--- src/rtl/gpio_bank_pkg.sv ---
`timescale 1ns/1ps
package gpio_bank_pkg;
   localparam int BANK_W       = 8;
   localparam int HOLE_LO      = 'h90;
   localparam int HOLE_SPAN    = 'h10;
   localparam int OFS_IRQ_EN   = 'h90;
   localparam int OFS_IRQ_MODE = 'h94;
   localparam int OFS_IRQ_FLT  = 'h98;
   localparam int OFS_IRQ_CYC  = 'h9C;

   // byte base of bank idx, stepping over the interrupt register window
   function automatic int bank_base(input int idx);
      int b;
      b = (idx + 1) * BANK_W;
      if (b >= HOLE_LO) b = b + HOLE_SPAN;
      return b;
   endfunction

   // replace the strobed bytes of old_v with those of new_v
   function automatic logic [31:0] byte_merge(input logic [31:0] old_v,
                                              input logic [31:0] new_v,
                                              input logic [3:0]  strb);
      logic [31:0] r;
      r = old_v;
      for (int i = 0; i < 4; i++)
         if (strb[i]) r[8*i +: 8] = new_v[8*i +: 8];
      return r;
   endfunction

   typedef enum logic [1:0] {
      IRQ_SEL_EN   = 2'((OFS_IRQ_EN   >> 2) & 3),
      IRQ_SEL_MODE = 2'((OFS_IRQ_MODE >> 2) & 3),
      IRQ_SEL_FLT  = 2'((OFS_IRQ_FLT  >> 2) & 3),
      IRQ_SEL_CYC  = 2'((OFS_IRQ_CYC  >> 2) & 3)
   } irq_sel_e;
endpackage

--- src/rtl/gpio_pin_sync.sv ---
`timescale 1ns/1ps
module gpio_pin_sync #(
   parameter int W = 8
) (
   input  logic         clk,
   input  logic         rst_n,
   input  logic [W-1:0] pin_a,
   output logic [W-1:0] pin_s
);
   logic [W-1:0] stage1;

   always_ff @(posedge clk or negedge rst_n) begin
      if (!rst_n) begin
         stage1 <= '0;
         pin_s  <= '0;
      end else begin
         stage1 <= pin_a;
         pin_s  <= stage1;
      end
   end
endmodule

--- src/rtl/gpio_bank_regs.sv ---
`timescale 1ns/1ps
module gpio_bank_regs
   import gpio_bank_pkg::*;
#(
   parameter int LINES = 8,
   parameter int BASE  = 8,
   parameter int AW    = 7
) (
   input  logic             clk,
   input  logic             rst_n,
   input  logic [AW-1:0]    word_addr,
   input  logic             wr_en,
   input  logic [LINES-1:0] wr_bits,
   input  logic [LINES-1:0] pin_s,
   output logic [LINES-1:0] data_q,
   output logic [LINES-1:0] dir_q,
   output logic [7:0]       rd_byte
);
   localparam logic [AW-2:0] PAIR_IDX = (AW-1)'(BASE / BANK_W);

   logic hit;
   logic sel_dir;

   assign hit     = (word_addr[AW-1:1] == PAIR_IDX);
   assign sel_dir = word_addr[0];

   always_ff @(posedge clk or negedge rst_n) begin
      if (!rst_n) begin
         data_q <= '0;
         dir_q  <= '1;
      end else if (wr_en && hit) begin
         if (sel_dir) dir_q  <= wr_bits;
         else         data_q <= wr_bits;
      end
   end

   always_comb begin
      rd_byte = '0;
      if (hit) begin
         if (sel_dir) rd_byte[LINES-1:0] = dir_q;
         else         rd_byte[LINES-1:0] = (pin_s & dir_q) | (data_q & ~dir_q);
      end
   end
endmodule

--- src/rtl/gpio_irq_regs.sv ---
`timescale 1ns/1ps
module gpio_irq_regs
   import gpio_bank_pkg::*;
#(
   parameter int NIRQ  = 32,
   parameter int FLT_W = 8,
   parameter int AW    = 7
) (
   input  logic             clk,
   input  logic             rst_n,
   input  logic [AW-1:0]    word_addr,
   input  logic             wr_en,
   input  logic [31:0]      wdata,
   input  logic [3:0]       wstrb,
   output logic [NIRQ-1:0]  en_q,
   output logic [NIRQ-1:0]  mode_q,
   output logic [NIRQ-1:0]  flt_q,
   output logic [FLT_W-1:0] cyc_q,
   output logic [31:0]      rd_word
);
   localparam logic [AW-3:0] WIN_IDX = (AW-2)'(HOLE_LO / HOLE_SPAN);

   logic     hit;
   irq_sel_e sel;

   assign hit = (word_addr[AW-1:2] == WIN_IDX);
   assign sel = irq_sel_e'(word_addr[1:0]);

   always_ff @(posedge clk or negedge rst_n) begin
      if (!rst_n) begin
         en_q   <= '0;
         mode_q <= '0;
         flt_q  <= '0;
         cyc_q  <= '0;
      end else if (wr_en && hit) begin
         case (sel)
            IRQ_SEL_EN:   en_q   <= NIRQ'(byte_merge(32'(en_q), wdata, wstrb));
            IRQ_SEL_MODE: mode_q <= NIRQ'(byte_merge(32'(mode_q), wdata, wstrb));
            IRQ_SEL_FLT:  flt_q  <= NIRQ'(byte_merge(32'(flt_q), wdata, wstrb));
            default:      cyc_q  <= FLT_W'(byte_merge(32'(cyc_q), wdata, wstrb));
         endcase
      end
   end

   always_comb begin
      rd_word = '0;
      if (hit) begin
         case (sel)
            IRQ_SEL_EN:   rd_word = 32'(en_q);
            IRQ_SEL_MODE: rd_word = 32'(mode_q);
            IRQ_SEL_FLT:  rd_word = 32'(flt_q);
            default:      rd_word = 32'(cyc_q);
         endcase
      end
   end
endmodule

--- src/rtl/gpio_bank_ctrl.sv ---
`timescale 1ns/1ps
module gpio_bank_ctrl
   import gpio_bank_pkg::*;
#(
   parameter int NUM_LINES = 248,
   parameter int NUM_IRQ   = 32,
   parameter int IRQ_FIRST = 120,
   parameter int FLT_W     = 8,
   parameter int ADDR_W    = 9
) (
   input  logic                 clk,
   input  logic                 rst_n,
   input  logic [ADDR_W-1:0]    bus_addr,
   input  logic                 bus_wr,
   input  logic [3:0]           bus_wstrb,
   input  logic [31:0]          bus_wdata,
   output logic [31:0]          bus_rdata,
   input  logic [NUM_LINES-1:0] gpio_in,
   output logic [NUM_LINES-1:0] gpio_out,
   output logic [NUM_LINES-1:0] gpio_oe,
   output logic [NUM_IRQ-1:0]   irq_src,
   output logic [NUM_IRQ-1:0]   irq_en,
   output logic [NUM_IRQ-1:0]   irq_mode,
   output logic [NUM_IRQ-1:0]   irq_flt_en,
   output logic [FLT_W-1:0]     irq_flt_cyc
);
   localparam int NUM_BANKS = (NUM_LINES + BANK_W - 1) / BANK_W;
   localparam int LAST_BASE = bank_base(NUM_BANKS - 1);
   localparam int AW        = ADDR_W - 2;

   // elaboration-time parameter checks
   if (NUM_LINES < 1) begin : g_bad_lines
      $error("NUM_LINES must be at least 1");
   end
   if (NUM_IRQ < 1 || NUM_IRQ > 32) begin : g_bad_irq
      $error("NUM_IRQ must lie in 1..32");
   end
   if (IRQ_FIRST < 0 || IRQ_FIRST + NUM_IRQ > NUM_LINES) begin : g_bad_irq_map
      $error("interrupt lines must exist among the GPIO lines");
   end
   if (FLT_W < 1 || FLT_W > 32) begin : g_bad_flt
      $error("FLT_W must lie in 1..32");
   end
   if (LAST_BASE + BANK_W > (1 << ADDR_W) || ADDR_W < 8) begin : g_bad_addr
      $error("ADDR_W too narrow for the bank map and interrupt window");
   end

   logic [AW-1:0]        word_addr;
   logic                 aligned;
   logic                 acc_wr;
   logic [NUM_LINES-1:0] pin_s;
   logic [7:0]           bank_rd [NUM_BANKS];
   logic [31:0]          irq_rd;

   assign word_addr = bus_addr[ADDR_W-1:2];
   assign aligned   = (bus_addr[1:0] == 2'b00);
   assign acc_wr    = bus_wr && aligned;

   gpio_pin_sync #(.W(NUM_LINES)) u_sync (
      .clk   (clk),
      .rst_n (rst_n),
      .pin_a (gpio_in),
      .pin_s (pin_s)
   );

   for (genvar b = 0; b < NUM_BANKS; b++) begin : g_bank
      localparam int LB = (NUM_LINES - BANK_W*b >= BANK_W) ? BANK_W
                                                           : NUM_LINES - BANK_W*b;
      logic [LB-1:0] dir_b;

      gpio_bank_regs #(.LINES(LB), .BASE(bank_base(b)), .AW(AW)) u_bank (
         .clk       (clk),
         .rst_n     (rst_n),
         .word_addr (word_addr),
         .wr_en     (acc_wr && bus_wstrb[0]),
         .wr_bits   (bus_wdata[LB-1:0]),
         .pin_s     (pin_s[BANK_W*b +: LB]),
         .data_q    (gpio_out[BANK_W*b +: LB]),
         .dir_q     (dir_b),
         .rd_byte   (bank_rd[b])
      );

      assign gpio_oe[BANK_W*b +: LB] = ~dir_b;
   end

   gpio_irq_regs #(.NIRQ(NUM_IRQ), .FLT_W(FLT_W), .AW(AW)) u_irq (
      .clk       (clk),
      .rst_n     (rst_n),
      .word_addr (word_addr),
      .wr_en     (acc_wr),
      .wdata     (bus_wdata),
      .wstrb     (bus_wstrb),
      .en_q      (irq_en),
      .mode_q    (irq_mode),
      .flt_q     (irq_flt_en),
      .cyc_q     (irq_flt_cyc),
      .rd_word   (irq_rd)
   );

   assign irq_src = pin_s[IRQ_FIRST +: NUM_IRQ];

   always_comb begin
      logic [31:0] acc;
      acc = irq_rd;
      for (int i = 0; i < NUM_BANKS; i++) acc = acc | {24'b0, bank_rd[i]};
      bus_rdata = aligned ? acc : 32'b0;
   end
endmodule

--- config.mk ---
export PLATFORM = sky130hd
export DESIGN_NAME = gpio_bank_ctrl
export DESIGN_NICKNAME = d
export VERILOG_FILES = /design/src/rtl/gpio_bank_pkg.sv /design/src/rtl/gpio_pin_sync.sv /design/src/rtl/gpio_bank_regs.sv /design/src/rtl/gpio_irq_regs.sv /design/src/rtl/gpio_bank_ctrl.sv
export SDC_FILE = /design/constraint.sdc
export NUM_CORES = 2
export LEC_CHECK = 0
export BUFFER_PORTS_ARGS = -buffer_cell sky130_fd_sc_hd__buf_2
export CAP_MARGIN = 5
export CORE_AREA = 2 2 374 376
export CTS_BUF_LIST = sky130_fd_sc_hd__clkbuf_8
export DETAILED_ROUTE_END_ITERATION = 16
export DIE_AREA = 0 0 376 378
export GPL_ROUTABILITY_DRIVEN = 0
export PLACE_DENSITY = 0.54
export SKIP_CTS_REPAIR_TIMING = 1
export SLEW_MARGIN = 20
export SYNTH_ARGS = -nofsm -noshare
export SYNTH_HDL_FRONTEND = slang
export SYNTH_SLANG_ARGS = --single-unit
export TNS_END_PERCENT = 5
--- constraint.sdc ---
create_clock -name clk -period 2.7 [get_ports clk]
set_input_delay 0.54 -clock clk [delete_from_list [all_inputs] [get_ports clk]]
set_output_delay 0.54 -clock clk [all_outputs]
set_load 0.02 [all_outputs]
## Yosys cells after proc, flatten, opt, wreduce, memory -nomap -nowiden

Cells that the tools add are included.

- Register bits after elaboration: 1096
- Bits of input ports: 296
- Output and inout bits: 664

- Eq/ne operators: 34
- Mux-type cells: 65
- Bitwise gates (word level): 157
- Reductions and logical operators: 112

Operators with widths:

| operator | number |
|---|---|
| OR 32 x 8 -> 32 bit | 31 |
| bitwise AND 8 bit | 62 |
| 2-to-1 mux 8 bit | 62 |
| inverter 8 bit | 31 |
| OR 8 bit | 31 |
| AND reduction 2 bit | 62 |
| case mux 32 bit (3 select lines) | 1 |
| == test 6 x 5 -> 1 bit (second input constant) | 14 |
| 2-to-1 mux 32 bit | 2 |
| == test 6 x 4 -> 1 bit (second input constant) | 8 |
| AND reduction 3 bit | 13 |
| logical AND 1 bit | 34 |
| == test 6 x 3 -> 1 bit (second input constant) | 4 |
| == test 6 x 2 -> 1 bit (second input constant) | 2 |
| == test 6 bit (second input constant) | 2 |
| == test 6 x 1 -> 1 bit (second input constant) | 1 |
| == test 5 x 4 -> 1 bit (second input constant) | 1 |
| logical NOT 2 bit | 2 |
| OR reduction 3 bit | 1 |
| == test 2 x 1 -> 1 bit (second input constant) | 1 |
| == test 2 bit (second input constant) | 1 |
| inverter 1 bit | 2 |

## Longest topological paths before layout

- Depth in word-level cells: 37
- Mapped depth: 10
- Gate-level depth less buffers: 5

## By module

A second synthesis with hierarchy kept.

- Cell total of the unflattened synthesis: 3222
- Area total of the unflattened synthesis: 44539.0 um2

By module, submodules not included:

| module | instances | cells an instance | area each (um2) | seq. area each (um2) |
|---|---|---|---|---|
| gpio_pin_sync | 1 | 496 | 12411.9 | 12411.9 |
| gpio_bank_regs at g_bank[18].u_bank ... | 6 | 65 | 850.8 | 410.4 |
| gpio_irq_regs | 1 | 362 | 4948.5 | 2602.5 |
| gpio_bank_regs at g_bank[11].u_bank ... | 6 | 64 | 807.0 | 410.4 |
| gpio_bank_regs at g_bank[10].u_bank ... | 4 | 64 | 808.3 | 410.4 |
| gpio_bank_regs at g_bank[16].u_bank ... | 4 | 65 | 807.0 | 410.4 |
| gpio_bank_regs at g_bank[0].u_bank ... | 4 | 64 | 800.8 | 410.4 |
| gpio_bank_regs at g_bank[14].u_bank ... | 3 | 64 | 809.5 | 410.4 |
| gpio_bank_ctrl | 1 | 366 | 1878.1 | 0.0 |
| gpio_bank_regs at g_bank[26].u_bank ... | 2 | 65 | 825.8 | 410.4 |
| gpio_bank_regs at g_bank[15].u_bank ... | 2 | 65 | 804.5 | 410.4 |

## Least setup slack after synthesis

OpenSTA, ideal clock, no wires.

- Path type: input to output
- Start point: in bus_addr[2]
- End point: out bus_rdata[0]
- Data arrival time: 2.204 ns
- Data required time: 2.160 ns
- Slack: -0.044 ns
- Cell stages on the path: 9
- Cells stage by stage: buf_2 > buf_2 > clkbuf_1 > clkbuf_1 > o21ai_0 > a211oi_1 > a2111oi_0 > nand4_1 > o31a_1

- Word-level cells in the longest chain between the ends: 35
- Elaborated cells between the ends (all ways): 99

Ends and longest elaborated chain:

| element | RTL line | RTL |
|---|---|---|
| start: declaration | gpio_bank_ctrl.sv:13 | `input logic [ADDR_W-1:0] bus_addr,` |
| == test 2 bit (tied with other cells) | gpio_irq_regs.sv:48 | `case (sel)` |
| case mux 32 bit (3 select lines) | gpio_irq_regs.sv:48 |  |
| 2-to-1 mux 32 bit | gpio_irq_regs.sv:47 | `if (hit) begin` |
| OR 32 x 8 -> 32 bit (30 in a row) | gpio_bank_ctrl.sv:105 | `for (int i = 0; i < NUM_BANKS; i++) acc = acc \| {24'b0, bank_rd[i]};` |
| OR 32 x 8 -> 32 bit * | gpio_bank_ctrl.sv:105 |  |
| 2-to-1 mux 32 bit * | gpio_bank_ctrl.sv:106 | `bus_rdata = aligned ? acc : 32'b0;` |
| end: declaration | gpio_bank_ctrl.sv:17 | `output logic [31:0] bus_rdata,` |

Every way passes the cells marked *; elsewhere a longest branch is shown, timed or not.

## Worst setup path in the final report

- Start point: reg u_sync.pin_s[165]
- End point: out bus_rdata[5]

- Word-level cells in the longest chain between the ends: 16

Ends and longest elaborated chain:

| element | RTL line | RTL |
|---|---|---|
| start: declaration | gpio_pin_sync.sv:8 | `output logic [W-1:0] pin_s` |
| start signal: assignment | gpio_pin_sync.sv:18 | `pin_s <= stage1;` |
| bitwise AND 8 bit | gpio_bank_regs.sv:41 | `else rd_byte[LINES-1:0] = (pin_s & dir_q) \| (data_q & ~dir_q);` |
| OR 8 bit | gpio_bank_regs.sv:41 |  |
| 2-to-1 mux 8 bit | gpio_bank_regs.sv:40 | `if (sel_dir) rd_byte[LINES-1:0] = dir_q;` |
| 2-to-1 mux 8 bit | gpio_bank_regs.sv:39 | `if (hit) begin` |
| OR 32 x 8 -> 32 bit (11 in a row) | gpio_bank_ctrl.sv:105 |  |
| 2-to-1 mux 32 bit | gpio_bank_ctrl.sv:106 |  |

No other way between the ends.

==> out/metrics.csv <==
metric;value;unit
Finish-stage setup viols;15;
top cell type's share of synthesized area;0.4967;
Warnings, synthesis;0;
DR vias;36130;
status;finished, violations left;
leading area contributor after synthesis;dfrtp_1;
PwrDens;582.7;mW/mm2
total track usage;0.2839;
CP max FO;1;
worst endpoint data arrival time;3440;ps
FF-to-FF path depth;3;
r2r setup slk;1690;ps
Hold Startpoint;bus_wdata[4];
Reg-to-Reg Start;g_bank[1].u_bank.dir_q[7]$_DFFE_PN1P_;
max_slew headroom;0.3845;
Slew Limit Fails;0;
final core utilization;0.4486;
antenna-violating nets left;0;
Final nets;5586;
share of cells above drive strength 1;0.4906;
Worst Setup Start Kind;flop;
DP Wirelength;159.9;mm
post-synthesis cell area;0.04272;mm2
Site Rows;137;
Crit. End Element;output port;
H-tree Lvls;4;
Clock transition at path regs;60;ps
Post-synth top flop;dfrtp_1;
Starting Density;0.3085;
final-layout fill cell count;12940;
pre-CTS setup slack;-1899;ps
Synth area leaders;dfrtp_1 50%, dfstp_2 15%, mux2_2 9.4%, o21ai_0 7.0%, or3b_2 2.8%;
peak supply drop;0.0004039;V
fin worst setup slack;-1283;ps
Distinct cells, synth;42;
Mapped Avg Cell Area;12.24;um2
IO Port Bufs;959;
Worst Hold Class;primary input to flop;
Post-Route WL;208.9;mm
TritonCTS clock tree;built;
RSZ-0062 raised after global routing;yes;
max-cap violations;0;
clock latency on the worst-skew pair;940;ps
Tightest Pin Transition;913.6;ps
Final Cycle Share;1.475;
Critical Path RT;2160;ps
CP endpoint;bus_rdata[5];
sequential area share after synthesis;0.6492;
Synth Register Bits;1096;
Detailed Routing Iterations Pass 1;6;
# IOs;960;
top-count cell post-synth;dfrtp_1;
chip width;376;um
largest net degree at the start of global routing;91;
clock skew;37.50;ps
kind of critical path;flop to output port;
DRC viols;0;
Initial DRC Count;2897;
syn nets;3786;
total CTS buffers;189;
die height;378;um
Remaining Overflow, GRT;0;
Root Driver;clkbuf_8;
maximum clock rate;251.1;MHz
min Tclk post-route;3983;ps
P_leak;0.03139;uW
Clock Sinks;1096;
Routed WL per cell;28.73;um
post-synthesis async set-or-reset flop share;1.000;
violated checks;setup timing;
beginning of the critical path;u_sync.pin_s[165]$_DFF_PN0_;
Max Root-Sink Buffers;3;
initial antenna violation count;21;
first-pass GRT wire length;279.6;mm
Post-synth EDFFs;0;
area of the core;0.1385;mm2
Synth Instances;3490;
vias in the first global route;34850;
Hold Violations, Final;0;
end of the worst register-to-register path;g_bank[1].u_bank.dir_q[7]$_DFFE_PN1P_;
die area;0.1421;mm2
Post-synth top cells;848 x dfrtp_1, 596 x o21ai_0, 356 x mux2_2, 287 x nand2_1;
via density per instance;4.969;
Synth-to-Final Area Change;45.44;%
-- state kept, by name, summed over array words and instances, names as in the netlist --
| signal | cells |
|---|---|
| u_irq.flt_q | 32 |
| u_irq.cyc_q | 8 |
| g_bank.u_bank.dir_q | 248 |
| u_irq.mode_q | 32 |
| u_sync.stage1 | 248 |
| u_irq.en_q | 32 |
| g_bank.u_bank.data_q | 248 |
| u_sync.pin_s | 248 |
-- critical path, stage by stage (launching register included) --
cell	delay (ps)
dfrtp_1	390
o21ai_0	240
a211oi_2	140
a2111oi_4	380
buf_4	180
nand4_1	320
buf_4	270
o31a_1	390
buf_6	180
-- final cells by class --
class                   instances  area (um2)  share of cell area
inverters                     248       930.9             0.01498
clock buffers                 244        3358             0.05404
repair buffers               1816       13380              0.2154
multi-input cells            1939       13840              0.2228
diodes                          9       22.52           0.0003624
clock inverters               112       604.3            0.009726
flip-flops and latches       1096       27740              0.4464
well taps                    1807        2261             0.03639
-- per-stage QoR --
stage               TNS (ps)  power (uW)  hold WS [ps]  cells  cell area, um2
floorplan             -85.65       18460         244.4   3490           42730
global placement      -27150       20510         331.5   6635           54900
detailed placement    -29460       20530         334.7   6635           54900
CTS                   -17790       36160        -418.2   6991           58860
global route          -11100       37550         27.05   7266           62130
finish                 -9474       36210         48.38   7271           62140
-- per-layer routing --
layer | up-vias | part of all wire | track usage
li1 | 15700 | - | -
met3 | 326 | 0.076 | 0.07830
met2 | 1531 | 0.45 | 0.4353
met1 | 18560 | 0.43 | 0.3845
met4 | 10 | 0.035 | 0.1015
met5 | - | 0.00025 | 0
-- cell usage in the layout (no fill, tap or decap), types with 7 or more instances in the layout --
| cell | Yosys | layout |
|---|---|---|
| diode_2 | 0 | 9 |
| mux4_2 | 8 | 8 |
| a211oi_2 | 0 | 20 |
| buf_4 | 1 | 490 |
| nand3_1 | 11 | 10 |
| inv_1 | 248 | 329 |
| nor3_2 | 17 | 24 |
| buf_12 | 0 | 109 |
| mux2_2 | 356 | 356 |
| a22oi_1 | 31 | 31 |
| a2111oi_0 | 40 | 8 |
| or3b_2 | 137 | 134 |
| a211oi_1 | 145 | 119 |
| clkinv_2 | 0 | 15 |
| a2111oi_2 | 0 | 20 |
| buf_2 | 25 | 937 |
| nand2b_1 | 113 | 111 |
| clkbuf_8 | 0 | 244 |
| a2111oi_4 | 0 | 7 |
| mux2i_1 | 24 | 24 |
| a21oi_1 | 25 | 25 |
| nand4_1 | 16 | 16 |
| nand2_1 | 287 | 286 |
| o21ai_0 | 596 | 572 |
| o31a_1 | 8 | 8 |
| nor2_1 | 75 | 74 |
| o21ai_1 | 3 | 21 |
| dfrtp_1 | 848 | 848 |
| dfstp_2 | 248 | 248 |
| dlygate4sd3_1 | 0 | 273 |
-- power by group --
group	internal, uW	leakage (uW)	total [uW]	switching [uW]
Sequential	17100	0.0133	17400	316
Combinational	1210	0.0158	3240	2030
Clock	8340	0.00234	15600	7230
Total	26600	0.0314	36200	9580
-- kinds of logic (layout without fill, tap and decap cells) --
group | after synthesis | after routing | share of synthesized area
buffers and inverters | 455 | 2420 | 0.04079
AOI/OAI and AO/OA | 848 | 848 | 0.1139
other | 0 | 9 | 0
DFF | 1096 | 1096 | 0.6492
and+or+nand+nor | 699 | 699 | 0.09143
muxes | 392 | 392 | 0.1047
-- worst min path at each step --
stage,endpoint,slack (ps),depth (start not counted)
floorplan,g_bank[0].u_bank.data_q[0]$_DFFE_PN0P_,240,0
global placement,u_sync.pin_s[126]$_DFF_PN0_,330,0
detailed placement,u_sync.pin_s[129]$_DFF_PN0_,330,0
CTS,u_sync.stage1[148]$_DFF_PN0_,-420,1
global route,g_bank[21].u_bank.dir_q[3]$_DFFE_PN1P_,30,3
finish,g_bank[19].u_bank.dir_q[4]$_DFFE_PN1P_,50,3
No activity file was read; power rests on OpenSTA's default activity.
